File: src/rtl/hostwr_pkg.sv
package hostwr_pkg;
  localparam int NUM_PHASES = 5;

  typedef enum logic [2:0] {
    PH_IDLE   = 3'd0,
    PH_ADDR   = 3'd1,
    PH_SETUP  = 3'd2,
    PH_STROBE = 3'd3,
    PH_HOLD   = 3'd4,
    PH_RECOV  = 3'd5
  } phase_t;

  typedef struct packed {
    logic       capture;
    logic       advance;
    logic [2:0] nextIdx;
    logic       addrEn;
    logic       dataEn;
    logic       csAct;
    logic       strbAct;
  } ctrlStrobes_t;
endpackage

File: src/rtl/hostwr_ctrl.sv
module hostwr_ctrl
  import hostwr_pkg::*;
(
  input  logic         clk,
  input  logic         rstN,
  input  logic         startReq,
  input  logic         extWait,
  input  logic         cntZero,
  output ctrlStrobes_t strobes,
  output logic         busy,
  output logic         done
);
  phase_t phase, phaseNext;
  logic   waitable;
  logic   leave;

  assign waitable = (phase == PH_ADDR) || (phase == PH_STROBE);
  assign busy     = (phase != PH_IDLE);
  assign leave    = busy && cntZero && !(waitable && extWait);
  assign done     = (phase == PH_RECOV) && cntZero;

  always_comb begin
    phaseNext = phase;
    case (phase)
      PH_IDLE:   if (startReq) phaseNext = PH_ADDR;
      PH_ADDR:   if (leave) phaseNext = PH_SETUP;
      PH_SETUP:  if (leave) phaseNext = PH_STROBE;
      PH_STROBE: if (leave) phaseNext = PH_HOLD;
      PH_HOLD:   if (leave) phaseNext = PH_RECOV;
      PH_RECOV:  if (leave) phaseNext = PH_IDLE;
      default:   phaseNext = PH_IDLE;
    endcase
  end

  always_ff @(posedge clk or negedge rstN) begin
    if (!rstN) phase <= PH_IDLE;
    else       phase <= phaseNext;
  end

  always_comb begin
    strobes.capture = (phase == PH_IDLE) && startReq;
    strobes.advance = leave;
    case (phase)
      PH_ADDR:   strobes.nextIdx = 3'd1;
      PH_SETUP:  strobes.nextIdx = 3'd2;
      PH_STROBE: strobes.nextIdx = 3'd3;
      PH_HOLD:   strobes.nextIdx = 3'd4;
      default:   strobes.nextIdx = 3'd0;
    endcase
    strobes.csAct   = (phase == PH_ADDR) || (phase == PH_SETUP) ||
                      (phase == PH_STROBE) || (phase == PH_HOLD);
    strobes.addrEn  = strobes.csAct;
    strobes.dataEn  = (phase == PH_SETUP) || (phase == PH_STROBE) ||
                      (phase == PH_HOLD);
    strobes.strbAct = (phase == PH_STROBE);
  end

  AST_WAIT_HOLDS_ADDR: assert property (@(posedge clk) disable iff (!rstN)
    (phase == PH_ADDR && extWait) |=> (phase == PH_ADDR));
  AST_WAIT_HOLDS_STROBE: assert property (@(posedge clk) disable iff (!rstN)
    (phase == PH_STROBE && extWait) |=> (phase == PH_STROBE));
  AST_SETUP_TO_STROBE: assert property (@(posedge clk) disable iff (!rstN)
    (phase == PH_SETUP) |=> (phase == PH_SETUP || phase == PH_STROBE));
  AST_DONE_TO_IDLE: assert property (@(posedge clk) disable iff (!rstN)
    done |=> (phase == PH_IDLE));
  AST_NO_RESTART: assert property (@(posedge clk) disable iff (!rstN)
    (busy && !done) |=> busy);
  AST_IDLE_START: assert property (@(posedge clk) disable iff (!rstN)
    (!busy && startReq) |=> (phase == PH_ADDR));
endmodule

File: src/rtl/hostwr_dpath.sv
module hostwr_dpath
  import hostwr_pkg::*;
#(
  parameter int ADDR_W     = 16,
  parameter int DATA_W     = 16,
  parameter int CNT_W      = 4,
  parameter int MIN_ADDR   = 2,
  parameter int MIN_SETUP  = 2,
  parameter int MIN_STROBE = 1,
  parameter int MIN_HOLD   = 0,
  parameter int MIN_RECOV  = 0
) (
  input  logic              clk,
  input  logic              rstN,
  input  ctrlStrobes_t      strobes,
  input  logic [ADDR_W-1:0] addrIn,
  input  logic [DATA_W-1:0] dataIn,
  input  logic [CNT_W-1:0]  addrLen,
  input  logic [CNT_W-1:0]  setupLen,
  input  logic [CNT_W-1:0]  strobeLen,
  input  logic [CNT_W-1:0]  holdLen,
  input  logic [CNT_W-1:0]  recoverLen,
  output logic              cntZero,
  output logic [ADDR_W-1:0] addrBus,
  output logic [DATA_W-1:0] dataBus,
  output logic              chipSelN,
  output logic              strobeN
);
  localparam logic [NUM_PHASES-1:0][CNT_W-1:0] MIN_VEC = {
    CNT_W'(MIN_RECOV), CNT_W'(MIN_HOLD), CNT_W'(MIN_STROBE),
    CNT_W'(MIN_SETUP), CNT_W'(MIN_ADDR)
  };

  logic [NUM_PHASES-1:0][CNT_W-1:0] lenRaw;
  logic [NUM_PHASES-1:0][CNT_W-1:0] lenClamp;
  logic [NUM_PHASES-1:0][CNT_W-1:0] lenQ;
  logic [CNT_W-1:0]  cnt;
  logic [ADDR_W-1:0] addrQ;
  logic [DATA_W-1:0] dataQ;

  assign lenRaw = {recoverLen, holdLen, strobeLen, setupLen, addrLen};

  for (genvar k = 0; k < NUM_PHASES; k++) begin : g_clamp
    assign lenClamp[k] = (lenRaw[k] < MIN_VEC[k]) ? MIN_VEC[k] : lenRaw[k];
  end

  always_ff @(posedge clk or negedge rstN) begin
    if (!rstN) begin
      lenQ  <= '0;
      addrQ <= '0;
      dataQ <= '0;
    end else if (strobes.capture) begin
      lenQ  <= lenClamp;
      addrQ <= addrIn;
      dataQ <= dataIn;
    end
  end

  always_ff @(posedge clk or negedge rstN) begin
    if (!rstN)                cnt <= '0;
    else if (strobes.capture) cnt <= lenClamp[0];
    else if (strobes.advance) cnt <= lenQ[strobes.nextIdx];
    else if (cnt != '0)       cnt <= cnt - 1'b1;
  end

  assign cntZero  = (cnt == '0);
  assign addrBus  = strobes.addrEn ? addrQ : '0;
  assign dataBus  = strobes.dataEn ? dataQ : '0;
  assign chipSelN = !strobes.csAct;
  assign strobeN  = !strobes.strbAct;

  AST_STROBE_INSIDE_CS: assert property (@(posedge clk) disable iff (!rstN)
    !strobeN |-> !chipSelN);
  AST_CLAMP_ADDR: assert property (@(posedge clk) disable iff (!rstN)
    strobes.capture |=> (cnt >= MIN_VEC[0]));
  AST_ADDR_STABLE: assert property (@(posedge clk) disable iff (!rstN)
    (strobes.addrEn && $past(strobes.addrEn)) |-> $stable(addrBus));
  AST_DATA_IN_CS: assert property (@(posedge clk) disable iff (!rstN)
    strobes.dataEn |-> !chipSelN);
endmodule

File: src/rtl/hostwr_seq.sv
module hostwr_seq
  import hostwr_pkg::*;
#(
  parameter int ADDR_W     = 16,
  parameter int DATA_W     = 16,
  parameter int CNT_W      = 4,
  parameter int MIN_ADDR   = 2,
  parameter int MIN_SETUP  = 2,
  parameter int MIN_STROBE = 1,
  parameter int MIN_HOLD   = 0,
  parameter int MIN_RECOV  = 0
) (
  input  logic              clk,
  input  logic              rstN,
  input  logic              startReq,
  input  logic              extWait,
  input  logic [ADDR_W-1:0] addrIn,
  input  logic [DATA_W-1:0] dataIn,
  input  logic [CNT_W-1:0]  addrLen,
  input  logic [CNT_W-1:0]  setupLen,
  input  logic [CNT_W-1:0]  strobeLen,
  input  logic [CNT_W-1:0]  holdLen,
  input  logic [CNT_W-1:0]  recoverLen,
  output logic [ADDR_W-1:0] addrBus,
  output logic [DATA_W-1:0] dataBus,
  output logic              chipSelN,
  output logic              strobeN,
  output logic              busy,
  output logic              done
);
  ctrlStrobes_t strobes;
  logic         cntZero;

  hostwr_ctrl i_ctrl (
    .clk      (clk),
    .rstN     (rstN),
    .startReq (startReq),
    .extWait  (extWait),
    .cntZero  (cntZero),
    .strobes  (strobes),
    .busy     (busy),
    .done     (done)
  );

  hostwr_dpath #(
    .ADDR_W     (ADDR_W),
    .DATA_W     (DATA_W),
    .CNT_W      (CNT_W),
    .MIN_ADDR   (MIN_ADDR),
    .MIN_SETUP  (MIN_SETUP),
    .MIN_STROBE (MIN_STROBE),
    .MIN_HOLD   (MIN_HOLD),
    .MIN_RECOV  (MIN_RECOV)
  ) i_dpath (
    .clk        (clk),
    .rstN       (rstN),
    .strobes    (strobes),
    .addrIn     (addrIn),
    .dataIn     (dataIn),
    .addrLen    (addrLen),
    .setupLen   (setupLen),
    .strobeLen  (strobeLen),
    .holdLen    (holdLen),
    .recoverLen (recoverLen),
    .cntZero    (cntZero),
    .addrBus    (addrBus),
    .dataBus    (dataBus),
    .chipSelN   (chipSelN),
    .strobeN    (strobeN)
  );
endmodule

File: config.mk
export PLATFORM = sky130hd
export DESIGN_NAME = hostwr_seq
export DESIGN_NICKNAME = d
export VERILOG_FILES = /design/src/rtl/hostwr_pkg.sv /design/src/rtl/hostwr_ctrl.sv /design/src/rtl/hostwr_dpath.sv /design/src/rtl/hostwr_seq.sv
export SDC_FILE = /design/constraint.sdc
export NUM_CORES = 1
export LEC_CHECK = 0
export CAP_MARGIN = 20
export CORE_UTILIZATION = 50
export DETAILED_ROUTE_END_ITERATION = 10
export PLACE_DENSITY = 0.87
export SLEW_MARGIN = 20
export SYNTH_ARGS = -nofsm -noshare
export SYNTH_HDL_FRONTEND = slang
export SYNTH_HIERARCHICAL = 1
export SYNTH_SLANG_ARGS = --single-unit
File: constraint.sdc
create_clock -name clk -period 3.5 [get_ports clk]
set_input_delay 0.7 -clock clk [delete_from_list [all_inputs] [get_ports clk]]
set_output_delay 0.7 -clock clk [all_outputs]
set_load 0.01 [all_outputs]
Word level (Yosys, flattened, before mapping)
Index checks and enable logic that the tools add are counted.
- register bits: 59
- latch bits: 0
- RAM bits: 0
- memory bits (read-only): 0
- bits of input ports: 56
- output and inout port bits: 36
- logic and storage cells: 67
- memories kept: 0
- add/subtract/negate cells: 1
- multiply operators: 0
- div/mod/pow operators: 0
- magnitude comparators: 6
- eq/ne operators: 11
- shift-type cells: 0
- muxes and demuxes: 20
- bitwise operators: 0
- reductions and logical operators: 20
- operators by type and width (kind ; count):
    two-way mux 4 bit ; 9
    two-way mux 16 bit ; 2
    two-way mux 3 bit ; 6
    one-hot mux 3 bit (6 select lines) ; 1
    binary-select mux 4 bit (select 3 bit) ; 1
    less-than comparator 4 x 1 -> 1 bit, second input constant ; 3
    one-hot mux 3 bit (4 select lines) ; 1
    less-than comparator 4 x 2 -> 1 bit, second input constant ; 2
    inequality test 2 x 1 -> 1 bit, second input constant ; 4
    equality test 3 x 2 -> 1 bit, second input constant ; 2
    equality test 3 bit, second input constant ; 2
    logical OR 1 bit ; 6
    AND reduction 6 bit ; 1
    nonzero test 3 bit ; 2
    logical AND 1 bit ; 5
    zero test 4 bit ; 1
    less-than comparator 3 x 4 -> 1 bit, second input constant ; 1
    inequality test 2 bit, second input constant ; 2
    nonzero test 4 bit ; 1
    subtractor 4 x 1 -> 4 bit, second input constant ; 1
    equality test 3 x 1 -> 1 bit, second input constant ; 1
    zero test 1 bit ; 3
    zero test 3 bit ; 1

Logic depth before layout (Yosys ltp)
Gate-level depths: netlist (run 1).
- depth in word-level cells: 7
- gate-level depth with buffers: 10

Modules after synthesis
The synthesis (run 1) kept the hierarchy.
- modules (own cells, without submodules) (module ; times used ; cells an instance ; area each (um^2) ; sequential area each (um^2)):
    hostwr_dpath ; 1 ; 221 ; 2638.8 ; 1401.3
    hostwr_ctrl ; 1 ; 35 ; 266.5 ; 75.1

Worst setup path before layout (run 1)
OpenSTA, ideal clock, no wires.
- path type: register to output
- from: register i_dpath.cnt[0]
- to: output done
- arrival time: 1.506 ns
- data required time: 2.800 ns
- slack: 1.294 ns
- stages on the path, launching flop included: 7
- path buffers: 0
- cell sequence: dfrtp_1 inv_1 ha_1 or3b_4 inv_1 and2_1 nor2b_1
- longest elaborated chain between the ends: 2
- RTL lines (what ; RTL line ; RTL):
    start, declared ; hostwr_dpath.sv:37 ; logic [CNT_W-1:0] cnt;
    start signal, assigned ; hostwr_dpath.sv:61 ; else if (strobes.capture) cnt <= lenClamp[0];
    start signal, assigned ; hostwr_dpath.sv:62 ; else if (strobes.advance) cnt <= lenQ[strobes.nextIdx];
    start signal, assigned ; hostwr_dpath.sv:63 ; else if (cnt != '0) cnt <= cnt - 1'b1;
    zero test 4 bit ; hostwr_dpath.sv:66 ; assign cntZero = (cnt == '0);
    net cntZero ; hostwr_seq.sv:32 ; logic cntZero;
    logical AND 1 bit ; hostwr_ctrl.sv:20 ; assign done = (phase == PH_RECOV) && cntZero;
    end, declared ; hostwr_seq.sv:29 ; output logic done
The timed path passes the listed nets, and every way through them passes these cells.

Worst setup path in the final report (run 1)
Ends and elaborated chain as after synthesis.

==> reports/summary.txt, run 1 <==
outcome -> completed
Max clock buf depth -> 2
via/cell ratio -> 5.18
initial core utilization -> 0.524
I/O pins -> 92
Max VDD drop -> 0.000509 V
worst skew pair latency -> 0.34 ns
n_diodes -> 0
TritonRoute pass-1 iters -> 4
sequential-to-total area share from yosys stat -> 0.508
RSZ-0062 raised after global routing -> false
Mapped Cells -> 256
fin cells -> 426
Pwr Density -> 878 nW/um^2
routability cong. -> 0.812
Yosys warning count -> 6
Max-slew headroom -> 0.472
Fill cells -> 391
synthesized area -> 2910 sq um
routed wire length -> 6.65 mm
vias in the first global route -> 2,287
worst-path maximum fanout -> 7
Die X -> 78.2 um
port bufs -> 91
clock root buffer -> clkbuf_8
worst flop-to-flop path startpoint -> i_dpath/cnt[0]
TritonCTS Buffers -> 9
P_leak -> 1.75 nW
Placed Cells -> 410
largest net degree at the start of global routing -> 42
WP data arrival -> 2.45 ns
tightest hold margin -> 0.440 ns
R2R cell count -> 9
Unique masters post-synth -> 39
Util after Layout -> 0.746
cts hold-fix bufs -> 0
Final period util -> 0.899
WL/cell -> 15.6 um
GR Overflow Total -> 0
worst path required time -> 2.80 ns
worst slack, placed -> 0.568 ns
Synthesized Nets -> 313
Die ar. -> 6120 sq um
nets@finish -> 406
Final Skew -> 0.0108 ns
overall routing resource usage -> 0.235
Critical R2R Capture -> i_dpath/cnt[0]
DR vias -> 2,205
max frequency -> 318 MHz
max-cap violations -> 0
Worst setup EP type -> output pin
setup bufs post-CTS -> 0
# setup viols final -> 0
Final Hold Fails -> 0
Reg clk slew, reported paths -> 0.07 ns
DPL Wire Length -> 4.53 mm
Synth area leader -> dfrtp_1
number of enable flip-flop cells after synthesis -> 0
initial antenna violation count -> 0
CP Class -> reg -> out
Fin Setup TNS -> 0 ns
main flop type after synthesis -> dfrtp_1
Synth area leaders -> dfrtp_1 51%, mux2_2 19%, and2_1 7.3%
fin crit period -> 3.15 ns
Pins Over Slew Limit -> 0
post-synth top area share -> 0.508
post-route ant nets -> 0
Die Ht -> 78.2 um
H-tree levels -> 3
Hold Path Class -> in -> async
first-pass GRT wire length -> 10.8 mm
Core Area -> 5540 sq um
# DRC -> 0
Syn-to-layout area delta -> 42.3%
Reg2Reg Setup Slack -> 1.28 ns
post-CTS sizing -> 0
number of synthesized register bits -> 59
CP Launch Type -> register
clock sinks -> 59
worst setup margin -> 0.353 ns
num rows -> 27
Mean Syn Cell Area -> 11.3 sq um
async set-reset flop share out of synthesis -> 1.00
share of layout cells above drive strength 1 -> 0.220
worst slew pin tran -> 0.792 ns
first-iteration detailed-routing DRC count -> 140
CTS tree -> yes
-- power breakdown --
part / total (W) / internal (W) / leakage [nW] / switching, W
clock network: 0.000798 / 0.000530 / 0.133 / 0.000268
registers: 0.00122 / 0.00102 / 0.709 / 0.000194
logic: 0.00162 / 0.000952 / 0.912 / 0.000666
-- cell type report --
class	count	area, sq um	share of cell area
Timing Repair Buffer	97	951	0.230
Inverter	15	56.3	0.0136
Clock inverter	4	95.1	0.0230
Sequential cell	59	1480	0.357
Tap cell	72	90.1	0.0218
Multi-Input combinational cell	167	1300	0.315
Clock buffer	12	165	0.0399
-- cell usage in the layout, fill, tap and decap left out, drive strengths merged, types with 2 or more instances in the layout --
cell type | synthesis | routed
a21oi | 12 | 12
a31oi | 3 | 3
and2 | 34 | 34
buf | 13 | 7
bufinv | 0 | 3
clkbuf | 2 | 12
clkdlybuf4s50 | 0 | 90
dfrtp | 59 | 59
inv | 15 | 15
mux2 | 49 | 49
mux2i | 3 | 3
nand2 | 4 | 4
nand2b | 5 | 5
nand3 | 2 | 2
nand3b | 4 | 4
nor2 | 15 | 15
nor2b | 3 | 3
nor3 | 4 | 4
o21a | 2 | 2
o21ai | 10 | 10
o311ai | 2 | 2
xor2 | 2 | 2
-- through the flow --
step	cell area, sq um	power [W]
floorplan	2910	0.00213
global placement	3870	0.00276
detailed placement	3870	0.00282
CTS	4130	0.00365
global route	4140	0.00384
finish	4140	0.00363
-- metal layers --
metal	global-route usage	share of wire	vias to the layer above	routed length (um)
li1	-	-	1058	-
met1	0.294	0.45	1075	2970
met2	0.368	0.47	61	3140
met3	0.0674	0.059	11	395
met4	0.128	0.021	0	142
met5	0	0	-	0
-- state kept, by name (all words and copies together), names as in the netlist --
register and count:
i_ctrl/phase 3, i_dpath/addrQ 16, i_dpath/cnt 4, i_dpath/dataQ 16
i_dpath/lenQ 20
-- critical path, cell delays in order (launching register included) --
cell and delay [ns]:
dfrtp_1 0.42, inv_1 0.07, ha_1 0.18, or3b_4 0.42, inv_1 0.18, and2_1 0.18
nor2b_1 0.12, clkdlybuf4s50_1 0.55
-- worst max path at each step --
| stage | startpoint | end | slack [ns] | depth (start not counted) |
|---|---|---|---|---|
| finish | i_dpath/cnt[0] | done | 0.35 | 7 |
| global route | i_dpath/cnt[0] | done | 0.19 | 7 |
| CTS | i_ctrl/phase[0] | addrBus[12] | 0.16 | 4 |
| detailed placement | i_ctrl/phase[0] | addrBus[12] | 0.57 | 4 |
| global placement | i_ctrl/phase[0] | addrBus[14] | 0.69 | 4 |
| floorplan | i_dpath/cnt[0] | done | 1.29 | 6 |
-- Yosys cell counts, drive strengths merged (3+ instances only) --
cell type  number
o21ai          10
and2           34
a21oi          12
a31oi           3
nor2b           3
mux2i           3
buf            13
dfrtp          59
nand2           4
nand2b          5
inv            15
nor3            4
mux2           49
nor2           15
nand3b          4
-- kinds of logic (layout without fill, tap and decap cells) --
group	after synthesis	after routing	share of synthesized area
xor+xnor	3	3	0.00905
compound gates	37	37	0.0801
buf+inv	30	128	0.0482
flops	59	59	0.508
fa+ha+maj	1	1	0.00431
mux	52	52	0.200
simple gates	74	74	0.150
No activity file was read; power rests on OpenSTA's default activity.
==> run 2, diff against run 1 <==
--- a/config.mk
+++ b/config.mk
@@ -8,6 +8,7 @@
 export CAP_MARGIN = 20
 export CORE_UTILIZATION = 50
 export DETAILED_ROUTE_END_ITERATION = 10
+export HOLD_SLACK_MARGIN = 0.15
 export PLACE_DENSITY = 0.87
 export SLEW_MARGIN = 20
 export SYNTH_ARGS = -nofsm -noshare
==> results of run 2 <==
No change in the layout: final DEF, timing and power equal those of run 1.
==> run 3, diff against run 2 <==
--- a/config.mk
+++ b/config.mk
@@ -6,10 +6,12 @@
 export NUM_CORES = 1
 export LEC_CHECK = 0
 export CAP_MARGIN = 20
-export CORE_UTILIZATION = 50
+export CORE_UTILIZATION = 60
 export DETAILED_ROUTE_END_ITERATION = 10
+export DONT_BUFFER_PORTS = 1
+export GPL_TIMING_DRIVEN = 0
 export HOLD_SLACK_MARGIN = 0.15
-export PLACE_DENSITY = 0.87
+export PLACE_DENSITY = 0.78
 export SLEW_MARGIN = 20
 export SYNTH_ARGS = -nofsm -noshare
 export SYNTH_HDL_FRONTEND = slang
==> run 3 against run 2 <==
Sequential power about the same; sequential cell count unchanged; clock power is 21% lower; largest cell class unchanged.
==> reports/summary.txt, run 3 (synthesis gave the netlist of run 1 again) <==
outcome -> completed (unchanged)
WP data arrival -> 2.24 ns (was 2.45 ns)
worst setup margin -> 0.564 ns (was 0.353 ns)
Util after Layout -> 0.710 (was 0.746)
max frequency -> 341 MHz (was 318 MHz)
worst slew pin tran -> 0.666 ns (was 0.792 ns)
fin crit period -> 2.94 ns (was 3.15 ns)
max-cap violations -> 0 (unchanged)
Pwr Density -> 940 nW/um^2 (was 878 nW/um^2)
GR Overflow Total -> 0 (unchanged)
CP Launch Type -> register (unchanged)
Pins Over Slew Limit -> 0 (unchanged)
post-CTS sizing -> 0 (unchanged)
largest net degree at the start of global routing -> 60 (was 42)
Core Area -> 4500 sq um (was 5540 sq um)
clock sinks -> 59 (unchanged)
TritonCTS Buffers -> 9 (unchanged)
I/O pins -> 92 (unchanged)
Syn-to-layout area delta -> 10.1% (was 42.3%)
H-tree levels -> 3 (unchanged)
routability cong. -> 0.847 (was 0.812)
cts hold-fix bufs -> 1 (was 0)
Hold Path Class -> in -> async (unchanged)
nets@finish -> 325 (was 406)
max FFs per register -> 20 (unchanged)
Die ar. -> 5120 sq um (was 6120 sq um)
DR vias -> 1,889 (was 2,205)
DPL Wire Length -> 4.22 mm (was 4.53 mm)
Reg clk slew, reported paths -> 0.06 ns (was 0.07 ns)
n_diodes -> 0 (unchanged)
Fill cells -> 350 (was 391)
Worst setup EP type -> output pin (unchanged)
port bufs -> 0 (was 91)
RSZ-0062 raised after global routing -> false (unchanged)
Top reg by flops -> i_dpath/lenQ (unchanged)
vias in the first global route -> 1,983 (was 2,287)
post-route ant nets -> 0 (unchanged)
Final Skew -> 0.0106 ns (was 0.0108 ns)
CP Class -> reg -> out (unchanged)
worst path required time -> 2.80 ns (about the same)
TritonRoute pass-1 iters -> 4 (unchanged)
WL/cell -> 18.7 um (was 15.6 um)
Max-slew headroom -> 0.551 (was 0.472)
Die Ht -> 71.6 um (was 78.2 um)
Final period util -> 0.839 (was 0.899)
clock root buffer -> clkbuf_8 (unchanged)
worst-path maximum fanout -> 10 (was 7)
# setup viols final -> 0 (unchanged)
tightest hold margin -> 0.215 ns (was 0.440 ns)
setup bufs post-CTS -> 0 (unchanged)
routed wire length -> 6.09 mm (was 6.65 mm)
Final Hold Fails -> 0 (unchanged)
CTS tree -> yes (unchanged)
biggest regs -> i_dpath/lenQ: 20 flops, i_dpath/addrQ: 16 flops, i_dpath/dataQ: 16 flops (unchanged)
worst skew pair latency -> 0.35 ns (was 0.34 ns)
first-iteration detailed-routing DRC count -> 96 (was 140)
via/cell ratio -> 5.81 (was 5.18)
# DRC -> 0 (unchanged)
initial antenna violation count -> 0 (unchanged)
commonest cells after routing, fill and taps aside -> 59 x dfrtp_1, 49 x mux2_2, 34 x and2_1 (was 90 x clkdlybuf4s50_1, 59 x dfrtp_1, 49 x mux2_2)
P_leak -> 1.42 nW (was 1.75 nW)
Max VDD drop -> 0.000509 V (about the same)
worst slack, placed -> 0.968 ns (was 0.568 ns)
num rows -> 24 (was 27)
Fin Setup TNS -> 0 ns (unchanged)
most common cell after layout, fill and taps aside -> dfrtp_1 (was clkdlybuf4s50_1)
overall routing resource usage -> 0.265 (was 0.235)
initial core utilization -> 0.645 (was 0.524)
Die X -> 71.6 um (was 78.2 um)
first-pass GRT wire length -> 9.90 mm (was 10.8 mm)
Max clock buf depth -> 2 (unchanged)
share of layout cells above drive strength 1 -> 0.308 (was 0.220)
[run 3: cell types whose count changed in the layout (fill, tap and decap cells not counted), sizes merged]
cell           previous run  this run
clkinv                    1         2
clkbuf                   12        11
inv                      15        17
bufinv                    3         1
clkinvlp                  0         2
buf                       7        14
clkdlybuf4s50            90         0
[run 3: worst max-delay path, cell delays in order, from the launching register on]
cell,delay (ns)
dfrtp_1,0.46
nand2b_1,0.24
o21ai_0,0.56
clkbuf_1,0.38
and2_1,0.25
[run 3: power by group]
part | total, W | switching, W | internal, W
clock | 0.000627 | 0.000294 | 0.000333
combinational | 0.00117 | 0.000604 | 0.000566
sequential | 0.00121 | 0.000187 | 0.00102
[run 3: final cells by class]
cell class,instances,area [sq um],share of cell area
repair buffers,1,27.5,0.00861
inverters,15,56.3,0.0176
multi-input cells,167,1290,0.403
clock buffers,9,124,0.0387
flip-flops and latches,59,1480,0.462
clock inverters,7,76.3,0.0239
plain buffers,15,83.8,0.0262
well taps,52,65.1,0.0203
[run 3: final timing paths]
| kind | startpoint | to | slack (ns) | cells after the start |
|---|---|---|---|---|
| setup / recovery | i_ctrl/phase[1] | dataBus[9] | 0.56 | 4 |
| hold / removal | rstN | i_ctrl/phase[1] | 0.22 | 1 |
| setup reg to reg | i_dpath/cnt[0] | i_dpath/cnt[0] | 1.37 | 10 |
| hold reg to reg | i_dpath/lenQ[1] | i_dpath/lenQ[1] | 0.48 | 1 |
| max in group asynchronous | rstN | i_dpath/addrQ[15] | 3.03 | 1 |
| min in group clk | i_dpath/lenQ[1] | i_dpath/lenQ[1] | 0.48 | 1 |
[run 3: through the flow]
stage,instance area [sq um],total power [W],std cells
after floorplan,2910,0.00213,256
after global placement,2970,0.00231,308
after detailed placement,2970,0.00237,308
after CTS,3200,0.00303,325
after global routing,3200,0.00320,325
final,3200,0.00300,325
[run 3: metal layers]
metal,routed length (um),track usage,up-vias
li1,-,-,892
met1,2510,0.327,908
met2,2990,0.431,80
met3,512,0.115,9
met4,77,0.0719,0
met5,0,0,-
